===== src/rtl/pfd_pkg.sv =====
package pfd_pkg;
  localparam int unsigned PW_W_DEF = 4;

  typedef enum logic [1:0] {
    DIR_IDLE = 2'b00,
    DIR_UP   = 2'b01,
    DIR_DN   = 2'b10,
    DIR_BOTH = 2'b11
  } pfd_dir_e;
endpackage


===== src/rtl/pfd_edge_sync.sv =====
module pfd_edge_sync #(
  parameter int unsigned STAGES = 2
) (
  input  logic clk_i,
  input  logic rst_ni,
  input  logic async_i,
  output logic rise_o
);
  logic [STAGES-1:0] chain_q;
  logic              prev_q;

  always_ff @(posedge clk_i or negedge rst_ni) begin
    if (!rst_ni) chain_q[0] <= 1'b0;
    else         chain_q[0] <= async_i;
  end

  for (genvar g = 1; g < STAGES; g++) begin : g_stage
    always_ff @(posedge clk_i or negedge rst_ni) begin
      if (!rst_ni) chain_q[g] <= 1'b0;
      else         chain_q[g] <= chain_q[g-1];
    end
  end

  always_ff @(posedge clk_i or negedge rst_ni) begin
    if (!rst_ni) prev_q <= 1'b0;
    else         prev_q <= chain_q[STAGES-1];
  end

  assign rise_o = chain_q[STAGES-1] & ~prev_q;
endmodule


===== src/rtl/pfd_state_core.sv =====
module pfd_state_core #(
  parameter int unsigned PW_W = 4
) (
  input  logic            clk_i,
  input  logic            rst_ni,
  input  logic            rise_ref_i,
  input  logic            rise_vco_i,
  input  logic [PW_W-1:0] min_pw_i,
  output pfd_pkg::pfd_dir_e dir_o
);
  import pfd_pkg::*;

  logic            up_q, dn_q;
  logic [PW_W-1:0] hold_q;
  logic [PW_W-1:0] eff_pw;
  logic            both, clr;

  assign eff_pw = (min_pw_i == '0) ? PW_W'(1) : min_pw_i;
  assign both   = up_q & dn_q;
  assign clr    = both && (hold_q == eff_pw - PW_W'(1));

  always_ff @(posedge clk_i or negedge rst_ni) begin
    if (!rst_ni) begin
      up_q   <= 1'b0;
      dn_q   <= 1'b0;
      hold_q <= '0;
    end else begin
      // an edge landing on the release cycle re-arms its flag
      up_q   <= clr ? rise_ref_i : (up_q | rise_ref_i);
      dn_q   <= clr ? rise_vco_i : (dn_q | rise_vco_i);
      hold_q <= (both && !clr) ? hold_q + PW_W'(1) : '0;
    end
  end

  assign dir_o = pfd_dir_e'({dn_q, up_q});
endmodule


===== src/rtl/pfd_lock_mon.sv =====
module pfd_lock_mon #(
  parameter int unsigned PW_W = 4
) (
  input  logic              clk_i,
  input  logic              rst_ni,
  input  pfd_pkg::pfd_dir_e dir_i,
  input  logic [PW_W-1:0]   min_pw_i,
  output logic              lock_o
);
  import pfd_pkg::*;
  localparam int unsigned CW = PW_W + 1;

  logic [CW-1:0] span_q;
  logic [CW-1:0] eff_pw;
  logic          single;

  assign eff_pw = (min_pw_i == '0) ? CW'(1) : {1'b0, min_pw_i};
  assign single = (dir_i == DIR_UP) || (dir_i == DIR_DN);

  always_ff @(posedge clk_i or negedge rst_ni) begin
    if (!rst_ni)               span_q <= '0;
    else if (!single)          span_q <= '0;
    else if (span_q != '1)     span_q <= span_q + CW'(1);
  end

  assign lock_o = !(single && (span_q >= eff_pw));
endmodule


===== src/rtl/phase_freq_detector.sv =====
module phase_freq_detector #(
  parameter int unsigned SYNC_STAGES = 2,
  parameter int unsigned PW_W        = pfd_pkg::PW_W_DEF
) (
  input  logic            clk_i,
  input  logic            rst_ni,
  input  logic            ref_i,
  input  logic            vco_i,
  input  logic [PW_W-1:0] min_pw_i,
  output logic            pd_o,
  output logic            pd_oe_o,
  output logic            phr_n_o,
  output logic            phv_n_o,
  output logic            lock_o
);
  import pfd_pkg::*;
  localparam int unsigned NCH = 2;

  logic [NCH-1:0] raw_in;
  logic [NCH-1:0] rise;
  pfd_dir_e       dir;

  assign raw_in = {vco_i, ref_i};

  for (genvar c = 0; c < NCH; c++) begin : g_ch
    pfd_edge_sync #(.STAGES(SYNC_STAGES)) u_sync (
      .clk_i  (clk_i),
      .rst_ni (rst_ni),
      .async_i(raw_in[c]),
      .rise_o (rise[c])
    );
  end

  pfd_state_core #(.PW_W(PW_W)) u_core (
    .clk_i     (clk_i),
    .rst_ni    (rst_ni),
    .rise_ref_i(rise[0]),
    .rise_vco_i(rise[1]),
    .min_pw_i  (min_pw_i),
    .dir_o     (dir)
  );

  pfd_lock_mon #(.PW_W(PW_W)) u_lock (
    .clk_i   (clk_i),
    .rst_ni  (rst_ni),
    .dir_i   (dir),
    .min_pw_i(min_pw_i),
    .lock_o  (lock_o)
  );

  always_comb begin
    phr_n_o = 1'b1;
    phv_n_o = 1'b1;
    pd_o    = 1'b0;
    pd_oe_o = 1'b0;
    unique case (dir)
      DIR_UP:   begin phr_n_o = 1'b0; pd_o = 1'b1; pd_oe_o = 1'b1; end
      DIR_DN:   begin phv_n_o = 1'b0; pd_o = 1'b0; pd_oe_o = 1'b1; end
      DIR_BOTH: begin phr_n_o = 1'b0; phv_n_o = 1'b0; end
      default:  ;
    endcase
  end
endmodule


===== config.mk =====
export PLATFORM = sky130hd
export DESIGN_NAME = phase_freq_detector
export DESIGN_NICKNAME = d
export VERILOG_FILES = /design/src/rtl/pfd_pkg.sv /design/src/rtl/pfd_edge_sync.sv /design/src/rtl/pfd_state_core.sv /design/src/rtl/pfd_lock_mon.sv /design/src/rtl/phase_freq_detector.sv
export SDC_FILE = /design/constraint.sdc
export NUM_CORES = 1
export LEC_CHECK = 0
export CAP_MARGIN = 20
export CORE_MARGIN = 1
export CORE_UTILIZATION = 59
export DETAILED_ROUTE_END_ITERATION = 8
export DONT_BUFFER_PORTS = 1
export PLACE_DENSITY = 0.75
export REMOVE_ABC_BUFFERS = 1
export SYNTH_ARGS = -nofsm -noshare
export SYNTH_HDL_FRONTEND = slang
export SYNTH_SLANG_ARGS = --single-unit

===== constraint.sdc =====
create_clock -name clk_i -period 2.2 [get_ports clk_i]
set_clock_uncertainty 0.05 [all_clocks]
set_input_delay 0.11 -clock clk_i [delete_from_list [all_inputs] [get_ports clk_i]]
set_output_delay 0.11 -clock clk_i [all_outputs]
set_load 0.05 [all_outputs]

==> metrics.sh, run 1 <==
TIMING.SLEW.HEADROOM_PCT=52.44
SYNTH_EDF_COUNT=0
CLK_TRANSITION_REPORTED_PATHS_NS=0.09
PLACEABLECOREAREA_SQ_MM=0.001366
CRITICAL-PATH-SLOWEST-CELL='dfrtp_1'
TOP_LEVEL_PORTS=13
SYNTH.DISTINCT_CELLS=26
CRIT_ARRIVAL_NS=1.91
PIN_COUNT_OF_THE_BIGGEST_NET_ENTERING_GLOBAL_ROUTING=18
COMBINED_BUFFER_AND_INVERTER_COUNT_ALONG_THE_CRITICAL_PATH=2
GPL.FINAL_WEIGHTED_CONGESTION=0.7067
SYNTH-ASYNC-RESET-RATIO_PCT=100.0
DESIGN.FINAL.NETS=114
MULTI_INPUT_COMBINATIONAL_CELL_AREA_SQ_UM=447.9
PLACE_INST=101
SETUP_WS_NS=0.1315
CRITPATHKIND='reg2out'
TIMING.REG2REG.SETUP_SLACK_NS=0.39
TIMING.FINAL.CRIT_SHARE_PCT=94.02
TIMING.CRITICAL_PATH.CELLS='inv_1, ha_1, nand2b_1, a21o_1, a21oi_2, nor2b_1, o31ai_2, buf_6'
LARGEST_AREA_CONTRIBUTOR_IN_THE_SYNTHESIZED_NETLIST='dfrtp_1'
WORSTPATHREQUIRED_NS=2.04
TIMING.CRITICAL_PATH.FANOUT_MAX=4
SETUP_VIOLATIONS=0
CLKSINKCOUNT=17
ROUTE.FINAL.WIRE_LENGTH_UM=1502
FMAXACHIEVABLE_GHz=0.4834
VIAS_PER_CELL=5.569
DESIGN.DIE.AREA_SQ_MM=0.001689
REPORT.FINAL.SLEW_VIOL_COUNT=0
AREA_SHARE_OF_THE_LEADING_CELL_TYPE_IN_THE_SYNTHESIZED_NETLIST_PCT=47.16
SYNTH_AREA_LEADERS='dfrtp_1 (47%), ha_1 (15%), xnor2_1 (4.9%)'
PEAK_PER_STAGE_DELAY_ON_THE_CRITICAL_PATH_NS=0.40
NUM_VIAS=607
GRT_PASS1_VIAS=576
SYNTH-SEQ-CELLS=17
GRTUSAGETOTAL_PCT=23.02
HOLD_PATH_STARTPOINT='min_pw_i[3]'
FILLERS=105
DIEHEIGHT_UM=41.10
GRT_UTIL_MET2_PCT=35.94
R2R-END='u_lock.span_q[3]'
POST_SYNTH_INSTANCE_AREA_SQ_UM=902.1
ANTENNA_CELLS_INSERTED=0
GRT_MOST_USED_LAYER='met2'
FINAL_LAYOUT_SIZE_SUFFIX_GT1_SHARE_PCT=12.77
NUMCTSBUFFERS=3
REG2REG_DEPTH=7
HOLD_PATH.CLASS='in2reg'
P_PER_AREA_mW_PER_MM2=1172
IR_DROP_V=0.0007972
SLEW_OF_THE_PIN_WITH_THE_LOWEST_SLEW_MARGIN_NS=0.7111
CRITICAL_PATH.REG2REG.STARTPOINT='u_lock.span_q[0]'
CTS_BUFFER_DEPTH=2
SYNTH_TOP_FLOP_CELL='dfrtp_1'
GLOBALROUTEMET1UTIL_PCT=24.56
FLOORPLAN.INITIALDENSITY_PCT=66.03
FIN_WORST_HOLD_SLACK_NS=0.2425
PLACE_WS_NS=0.4280
POST-DP-HPWL_UM=1065
GRT_REMAINING_OVERFLOW=0
FIRSTDRTPASSITERS=1
POST_SYNTH_INST_COUNT=82
FLOORPLAN.DIE.WIDTH_UM=41.10
ROUTEDWLPERCELL_UM=13.78
ANT_NETS=0
REMAINING_DRC_ERRORS=0
WHS_ENDPOINT='u_core.hold_q[3]'
AREA_GROWTH_SYN_TO_LAYOUT_PCT=13.87
CAPTURING_ELEMENT_TYPE_OF_THE_CRITICAL_PATH='primary output'
SYN_AVG_CELL_AREA_SQ_UM=11.00
CORE.ROWCOUNT=13
MIN_PATH_CELLS=3
STARTPOINT_TYPE='register'
CLOCK_LATENCY_NS=0.29
TIMING.MAX_CAP.VIOLATIONS=0
STATUS='finished, final reports clean'
GRT_PASS1_WL_UM=2304
DRTITER0DRC=0
TIMING.CRITICAL_PATH.MAX_DELAY_FAMILY='compound AO/OA/AOI/OAI gates'
FINAL_CELLS=109
CLOCK_TREE_FROM_TRITONCTS='built'
FINAL.MIN_CLOCK_PERIOD_NS=2.068
CLOCK_H_TREE_LEVELS=1
MOST_FREQUENT_CELLS_AFTER_SYNTHESIS='dfrtp_1 (17), ha_1 (11), inv_1 (10)'
CELLLEAKAGEPOWER_nW=0.5439
NUMBER_OF_ANTENNA_VIOLATIONS_AT_THE_FIRST_CHECK_IN_GLOBAL_ROUTING=0
SYNTH.YOSYS.WARNINGS=0
GLOBAL_ROUTE.USAGE.MET3_PCT=9.783
CLOCK_TREE.ROOT_CELL='clkbuf_4'
HOLD_VIOL_FINAL=0
SEQ_AREA_SQ_UM=425.4
YS_SEQ_AREA_SHARE_PCT=47.16
POST-SYNTH-TOP-COUNT-CELL='dfrtp_1'
IO_PORT_BUFS=0
cells in the final DEF, fill, tap and decap left out, types with 2 or more instances in the layout:
| cell | netlist | routed |
|---|---|---|
| buf_4 | 0 | 4 |
| dlygate4sd3_1 | 0 | 3 |
| nor2b_1 | 2 | 2 |
| and3_1 | 4 | 4 |
| a22o_1 | 2 | 2 |
| nand2b_1 | 2 | 2 |
| xor2_1 | 3 | 3 |
| mux2i_1 | 2 | 2 |
| inv_1 | 10 | 10 |
| xnor2_1 | 5 | 5 |
| ha_1 | 11 | 11 |
| clkbuf_4 | 0 | 3 |
| nor2_1 | 8 | 8 |
| nand3_1 | 2 | 2 |
| dfrtp_1 | 17 | 17 |
worst max-delay path by stage:
stage          slack (ns)      to              from  cells past startpoint
2_1_floorplan       -0.30  lock_o  u_lock.span_q[0]                      7
3_3_place_gp         0.45  lock_o  u_lock.span_q[0]                      8
3_5_place_dp         0.43  lock_o  u_lock.span_q[0]                      8
4_1_cts              0.11  lock_o  u_lock.span_q[0]                      8
5_1_grt           -0.0005  lock_o  u_lock.span_q[0]                      8
6_report             0.13  lock_o  u_lock.span_q[0]                      8
where the power goes:
| part | switching, mW | internal (mW) |
|---|---|---|
| registers | 0.0740 | 0.378 |
| logic | 0.357 | 0.233 |
| clock network | 0.0915 | 0.0706 |
cell type report:
cell class / instances / area share [%]
Clock buffer: 4 / 2.558
Inverter: 10 / 3.654
Multi-Input combinational cell: 55 / 43.61
Sequential cell: 17 / 41.41
Tap cell: 15 / 1.827
Timing Repair Buffer: 8 / 6.943
logic make-up after synthesis:
| group | count (synthesis) | synth area share [%] |
|---|---|---|
| adder cells (fa/ha/maj) | 11 | 15.26 |
| multiplexers | 3 | 3.467 |
| flip-flops | 17 | 47.16 |
| AND/OR/NAND/NOR | 25 | 15.26 |
| XOR/XNOR | 8 | 7.767 |
| buffers and inverters | 10 | 4.161 |
| AO/OA/AOI/OAI | 8 | 6.935 |
worst register-to-register path: stages (launching register included):
cell,delay [ns]
dfrtp_1,0.42
buf_4,0.15
ha_1,0.19
and3_1,0.17
ha_1,0.26
nand4b_1,0.23
xor2_1,0.17
nor2_1,0.06
sequential cells by signal, summed over array words and instances (netlist names):
register,cells
u_lock.span_q,5
g_ch.u_sync.chain_q,4
u_core.hold_q,4
g_ch.u_sync.prev_q,2
u_core.dn_q,1
u_core.up_q,1
routing by layer:
metal,up-vias,wire length (um)
met5,-,0
met4,0,55
li1,298,-
met3,6,88
met1,289,673
met2,14,685
metrics by stage:
step                      instance area, sq um  setup TNS, ns  util (%)  total power [mW]
after floorplan                          902.1        -0.3030         -            0.8828
after global placement                   955.9              0     69.96             1.008
after detailed placement                 955.9              0     69.96             1.024
after CTS                                 1012              0     74.08             1.202
after global routing                      1027     -0.0004807     75.18             1.297
final                                     1027              0     75.18             1.204
repair_timing:
action,CTS,global route
hold buffers,3,0
endpoints found under the setup margin,0,1
setup buffers,0,1
hold endpoints to repair,19,0
gates resized for setup,0,2
(Power assumes the default switching activity.)
==> inputs of run 2 (changes only) <==
Settings changed: CORE_UTILIZATION 59 to 64, CTS_BUF_LIST set to sky130_fd_sc_hd__clkbuf_4, PLACE_DENSITY 0.75 to 0.8.
==> run 2 against run 1 <==
Critical path depth stayed put. Non-clock buffer count is 1 higher. Flip-flop and latch count stayed put. Combinational power rose by 5.1%. Worst hold slack lost 0.0045 ns. Via count rose by 4.1%. Cell count is 0.92% higher. Sequential power down 0.9%. Design area grew 0.49%. First-iteration DRC count rose by 4. Clock-buffer cell count is 1 lower.
==> metrics.sh, run 2 (synthesized netlist as in run 1, its figures left out) <==
CLOCK_LATENCY_NS=0.29
ROUTEDWLPERCELL_UM=15.16
LARGEST_REGISTER='u_lock.span_q'
PLACEABLECOREAREA_SQ_MM=0.001301
CRITPATHKIND='reg2out'
GRTUSAGETOTAL_PCT=25.79
STATUS='finished, final reports clean'
FLOORPLAN.INITIALDENSITY_PCT=69.33
NUM_VIAS=632
TIMING.MAX_CAP.VIOLATIONS=0
CELLLEAKAGEPOWER_nW=0.5511
FINAL_LAYOUT_SIZE_SUFFIX_GT1_SHARE_PCT=13.68
WHS_ENDPOINT='u_core.hold_q[3]'
VIAS_PER_CELL=5.745
TIMING.FINAL.CRIT_SHARE_PCT=93.09
GRT_REMAINING_OVERFLOW=0
MAX_FFS_PER_REGISTER=5
REPORT.FINAL.SLEW_VIOL_COUNT=0
FINAL_COMMON_CELL='dfrtp_1'
CLK_TRANSITION_REPORTED_PATHS_NS=0.10
FMAXACHIEVABLE_GHz=0.4883
CLOCK_H_TREE_LEVELS=1
REMAINING_DRC_ERRORS=0
CTS_BUFFER_DEPTH=2
ANT_NETS=0
TOP_LEVEL_PORTS=13
DESIGN.FINAL.NETS=115
CRITICAL_PATH.REG2REG.STARTPOINT='u_lock.span_q[0]'
HOLD_PATH.CLASS='in2reg'
FIRSTDRTPASSITERS=2
TIMING.SLEW.HEADROOM_PCT=49.85
CORE.ROWCOUNT=13
CLKSINKCOUNT=17
PIN_COUNT_OF_THE_BIGGEST_NET_ENTERING_GLOBAL_ROUTING=18
TIMING.REG2REG.SETUP_SLACK_NS=0.40
CLOCK_TREE.ROOT_CELL='clkbuf_4'
CRIT_ARRIVAL_NS=1.89
MIN_PATH_CELLS=3
FLOORPLAN.DIE.WIDTH_UM=39.55
GRT_MOST_USED_LAYER='met2'
HOLD_PATH_STARTPOINT='min_pw_i[3]'
R2R-END='u_lock.span_q[3]'
HOLD_VIOL_FINAL=0
LARGEST_REGISTERS='u_lock.span_q (5), g_ch.u_sync.chain_q (4), u_core.hold_q (4)'
POST-DP-HPWL_UM=1175
ANTENNA_CELLS_INSERTED=0
CLOCK_TREE_FROM_TRITONCTS='built'
P_PER_AREA_mW_PER_MM2=1196
SETUP_VIOLATIONS=0
PLACED_CELL_AREA_SQ_UM=955.9
MOST-COMMON-LAYOUT-CELLS='dfrtp_1 (17), ha_1 (11), inv_1 (10)'
GLOBAL_ROUTE.USAGE.MET3_PCT=7.386
GRT_SETUP_UNREPAIRED='false'
AREA_GROWTH_SYN_TO_LAYOUT_PCT=14.42
GRT_PASS1_VIAS=624
NUMBER_OF_ANTENNA_VIOLATIONS_AT_THE_FIRST_CHECK_IN_GLOBAL_ROUTING=0
STARTPOINT_TYPE='register'
DIEHEIGHT_UM=39.55
GRT_UTIL_MET2_PCT=40.98
SLEW_OF_THE_PIN_WITH_THE_LOWEST_SLEW_MARGIN_NS=0.7498
GLOBALROUTEMET1UTIL_PCT=30.08
REG2REG_DEPTH=7
NUMCTSBUFFERS=3
GRT_PASS1_WL_UM=2539
IO_PORT_BUFS=0
DESIGN.DIE.AREA_SQ_MM=0.001564
CAPTURING_ELEMENT_TYPE_OF_THE_CRITICAL_PATH='primary output'
TIMING.CRITICAL_PATH.FANOUT_MAX=2
DRTITER0DRC=4
FINAL.MIN_CLOCK_PERIOD_NS=2.048
POWER_mW=1.235
IR_DROP_V=0.0007336
POSTLAYOUTCELLAREA_SQ_MM=0.001032
ROUTE.FINAL.WIRE_LENGTH_UM=1668
GPL.FINAL_WEIGHTED_CONGESTION=0.7006
WORSTPATHREQUIRED_NS=2.04
==> run 2: cell count changes in the layout (fill, tap and decap cells not counted), sizes merged <==
cell,before,now
clkbuf,4,3
clkinv,0,1
buf,5,6
==> run 2: how the worst max path moves through the flow <==
stage | from | end | slack (ns) | depth (start not counted)
after CTS | u_lock.span_q[0] | lock_o | 0.04 | 8
after global placement | u_lock.span_q[0] | lock_o | 0.45 | 8
after detailed placement | u_lock.span_q[0] | lock_o | 0.38 | 8
after global routing | u_lock.span_q[0] | lock_o | 0.02 | 8
final | u_lock.span_q[0] | lock_o | 0.15 | 8
after floorplan | u_lock.span_q[0] | lock_o | -0.30 | 7
==> run 2: stage by stage <==
stage / setup TNS, ns / hold WS, ns / worst slack, ns / utilization [%] / instances
finish: 0 / 0.2381 / 0.1521 / 79.33 / 110
global route: 0 / 0.2705 / 0.01972 / 79.33 / 110
CTS: 0 / 0.2309 / 0.03715 / 77.88 / 108
detailed placement: 0 / -0.2354 / 0.3816 / 73.46 / 101
global placement: 0 / -0.2353 / 0.4484 / 73.46 / 101
floorplan: -0.3030 / -0.2356 / -0.3030 / - / 82
==> run 2: critical path, stage by stage, from the launching register on <==
cell and delay (ns):
dfrtp_1 0.36, inv_1 0.05, ha_1 0.27, nand2b_1 0.14
a21o_1 0.17, a21oi_1 0.13, nor2b_1 0.07, o31ai_2 0.21
buf_6 0.19
==> run 2: where the power goes <==
| group | internal, mW | switching (mW) |
|---|---|---|
| Combinational | 0.240 | 0.380 |
| Sequential | 0.378 | 0.0697 |
| Clock | 0.0677 | 0.0988 |
==> run 2: layer usage <==
layer | routed length [um] | vias to the layer above
met1 | 709 | 305
met2 | 841 | 15
met3 | 59 | 8
met5 | 0 | -
met4 | 57 | 0
li1 | - | 304
==> run 2: layout make-up <==
class / count / area, sq um
repair buffers: 9 / 78.83
inverters: 10 / 37.54
clock inverters: 1 / 5.005
fillers: 90 / 269.0
well taps: 15 / 18.77
flip-flops and latches: 17 / 425.4
multi-input cells: 55 / 444.2
clock buffers: 3 / 22.52
==> run 2: timing repair <==
item | CTS | global route
hold buffers | 3 | 0
endpoints found under the setup margin | 0 | 1
resized for setup | 0 | 1
buffers inserted | 0 | 2
endpoints found under the hold margin | 19 | 0
==> inputs of run 3 (changes only) <==
Settings changed: CELL_PAD_IN_SITES_DETAIL_PLACEMENT set to 1, CELL_PAD_IN_SITES_GLOBAL_PLACEMENT set to 2, CORE_ASPECT_RATIO set to 0.7, CORE_UTILIZATION 64 to 39, CTS_BUF_LIST sky130_fd_sc_hd__clkbuf_4 to not set, PLACE_DENSITY 0.8 to not set, PLACE_DENSITY_LB_ADDON set to 0.1.
==> run 3 against run 2 <==
Total power shrank 1.8%. Register-to-register slack gained 0.13 ns. Die area grew 61%. Sequential power grew 1%. Fmax shrank 0.57%. Clock power is essentially flat. Critical path type unchanged. Highest routed layer unchanged.
==> metrics.sh, run 3 (synthesized netlist as in run 1, its figures left out) <==
STATUS='finished, final reports clean'
MIN_PATH_CELLS=3
PLACEABLECOREAREA_SQ_MM=0.002172
P_PER_AREA_mW_PER_MM2=1159
CLOCK_TREE_FROM_TRITONCTS='built'
PLACE_WS_NS=0.3940
SETUP_VIOLATIONS=0
IR_DROP_V=0.0003959
ROUTE.FINAL.WIRE_LENGTH_UM=1721
FINAL.MIN_CLOCK_PERIOD_NS=2.060
FMAXACHIEVABLE_GHz=0.4855
STARTPOINT_TYPE='register'
CLK_TRANSITION_REPORTED_PATHS_NS=0.10
CLKSINKCOUNT=17
REPORT.FINAL.SLEW_VIOL_COUNT=0
FIRSTDRTPASSITERS=4
DESIGN.FINAL.NETS=114
DIEHEIGHT_UM=42.24
ANT_NETS=0
CRIT_ARRIVAL_NS=1.90
FIN_TNS_SETUP_NS=0
IO_PORT_BUFS=0
MOST-COMMON-LAYOUT-CELLS='dfrtp_1 (17), ha_1 (11), inv_1 (10)'
FINAL_CORE_UTILIZATION_PCT=48.16
CRITPATHKIND='reg2out'
ANTENNA_CELLS_INSERTED=0
FLOORPLAN.DIE.WIDTH_UM=59.49
TIMING.MAX_CAP.VIOLATIONS=0
WORSTPATHREQUIRED_NS=2.04
CAPTURING_ELEMENT_TYPE_OF_THE_CRITICAL_PATH='primary output'
GPL.FINAL_WEIGHTED_CONGESTION=0.6597
TIMING.SLEW.HEADROOM_PCT=48.09
NUMBER_OF_ANTENNA_VIOLATIONS_AT_THE_FIRST_CHECK_IN_GLOBAL_ROUTING=0
HOLD_PATH.CLASS='in2reg'
CRITICAL_PATH.REG2REG.STARTPOINT='u_lock.span_q[1]'
DESIGN.DIE.AREA_SQ_MM=0.002513
GRT_UTIL_MET2_PCT=24.72
GLOBAL_ROUTE.USAGE.MET3_PCT=5.864
VIAS_PER_CELL=4.825
WHS_ENDPOINT='u_core.hold_q[3]'
CORE.ROWCOUNT=14
PIN_COUNT_OF_THE_BIGGEST_NET_ENTERING_GLOBAL_ROUTING=18
NUMCTSBUFFERS=3
REMAINING_DRC_ERRORS=0
GRT_SETUP_UNREPAIRED='false'
MAX_FFS_PER_REGISTER=5
R2R-END='u_lock.span_q[3]'
FLOORPLAN.INITIALDENSITY_PCT=41.53
ROUTEDWLPERCELL_UM=13.66
HOLD_VIOL_FINAL=0
AREA_GROWTH_SYN_TO_LAYOUT_PCT=15.95
FINAL_LAYOUT_SIZE_SUFFIX_GT1_SHARE_PCT=12.77
FINAL_COMMON_CELL='dfrtp_1'
TOP_LEVEL_PORTS=13
LARGEST_REGISTER='u_lock.span_q'
GRT_PASS1_VIAS=625
CLOCK_LATENCY_NS=0.29
POST-DP-HPWL_UM=1293
CLOCK_H_TREE_LEVELS=1
GRT_MOST_USED_LAYER='met2'
SETUP_WS_NS=0.1403
TIMING.REG2REG.SETUP_SLACK_NS=0.53
NUM_VIAS=608
CELLLEAKAGEPOWER_nW=0.5459
REG2REG_DEPTH=6
GRT_PASS1_WL_UM=2808
SLEW_OF_THE_PIN_WITH_THE_LOWEST_SLEW_MARGIN_NS=0.7760
CLOCK_TREE.ROOT_CELL='clkbuf_4'
TIMING.CRITICAL_PATH.FANOUT_MAX=3
GLOBALROUTEMET1UTIL_PCT=19.96
HOLD_PATH_STARTPOINT='min_pw_i[3]'
DRTITER0DRC=5
CTS_BUFFER_DEPTH=2
TIMING.FINAL.CRIT_SHARE_PCT=93.62
GRTUSAGETOTAL_PCT=15.83
LARGEST_REGISTERS='u_lock.span_q (5), g_ch.u_sync.chain_q (4), u_core.hold_q (4)'
GRT_REMAINING_OVERFLOW=0
## run 3: metrics by stage
stage	hold slack (ns)	cell area (sq um)	std cells	total power, mW
6_report	0.2633	1046	126	1.212
4_1_cts	0.2481	1035	125	1.224
2_1_floorplan	-0.2356	902.1	82	0.8828
3_3_place_gp	-0.2353	977.2	118	1.019
3_5_place_dp	-0.2353	977.2	118	1.037
5_1_grt	0.2784	1046	126	1.295
## run 3: layout make-up
cell class / count / area [sq um]
Tap cell: 32 / 40.04
Clock inverter: 1 / 5.005
Multi-Input combinational cell: 55 / 444.2
Fill cell: 258 / 1126
Sequential cell: 17 / 425.4
Inverter: 10 / 37.54
Clock buffer: 3 / 22.52
Timing Repair Buffer: 8 / 71.32
## run 3: worst max-delay path by stage
stage	startpoint	to	cells after the start
2_1_floorplan	u_lock.span_q[0]	lock_o	7
3_3_place_gp	u_lock.span_q[0]	lock_o	8
3_5_place_dp	u_lock.span_q[0]	lock_o	8
4_1_cts	u_lock.span_q[0]	lock_o	8
5_1_grt	u_lock.span_q[0]	lock_o	8
6_report	u_lock.span_q[0]	lock_o	8
## run 3: where the power goes
group	switching, mW	internal, mW
clock network	0.0997	0.0677
logic	0.360	0.231
registers	0.0749	0.378
## run 3: metal layers
| layer | wire, um | vias to the layer above | share of wire [%] |
|---|---|---|---|
| li1 | - | 300 | - |
| met1 | 794 | 297 | 46 |
| met2 | 838 | 7 | 49 |
| met3 | 63 | 4 | 3.7 |
| met4 | 25 | 0 | 1.5 |
| met5 | 0 | - | 0 |
## run 3: critical path, stage by stage, from the launching register on
cell and delay [ns]:
dfrtp_1 0.38, inv_1 0.06, ha_1 0.27, nand2b_1 0.14
a21o_1 0.17, a21oi_1 0.14, nor2b_1 0.07, o31ai_2 0.20
buf_6 0.19
## run 3: what timing repair did
item                                    4_1_cts  5_1_grt
endpoints found under the hold margin        19        0
buffers inserted                              0        1
hold buffers                                  3        0
gates resized for setup                       0        1
endpoints found under the setup margin        0        1
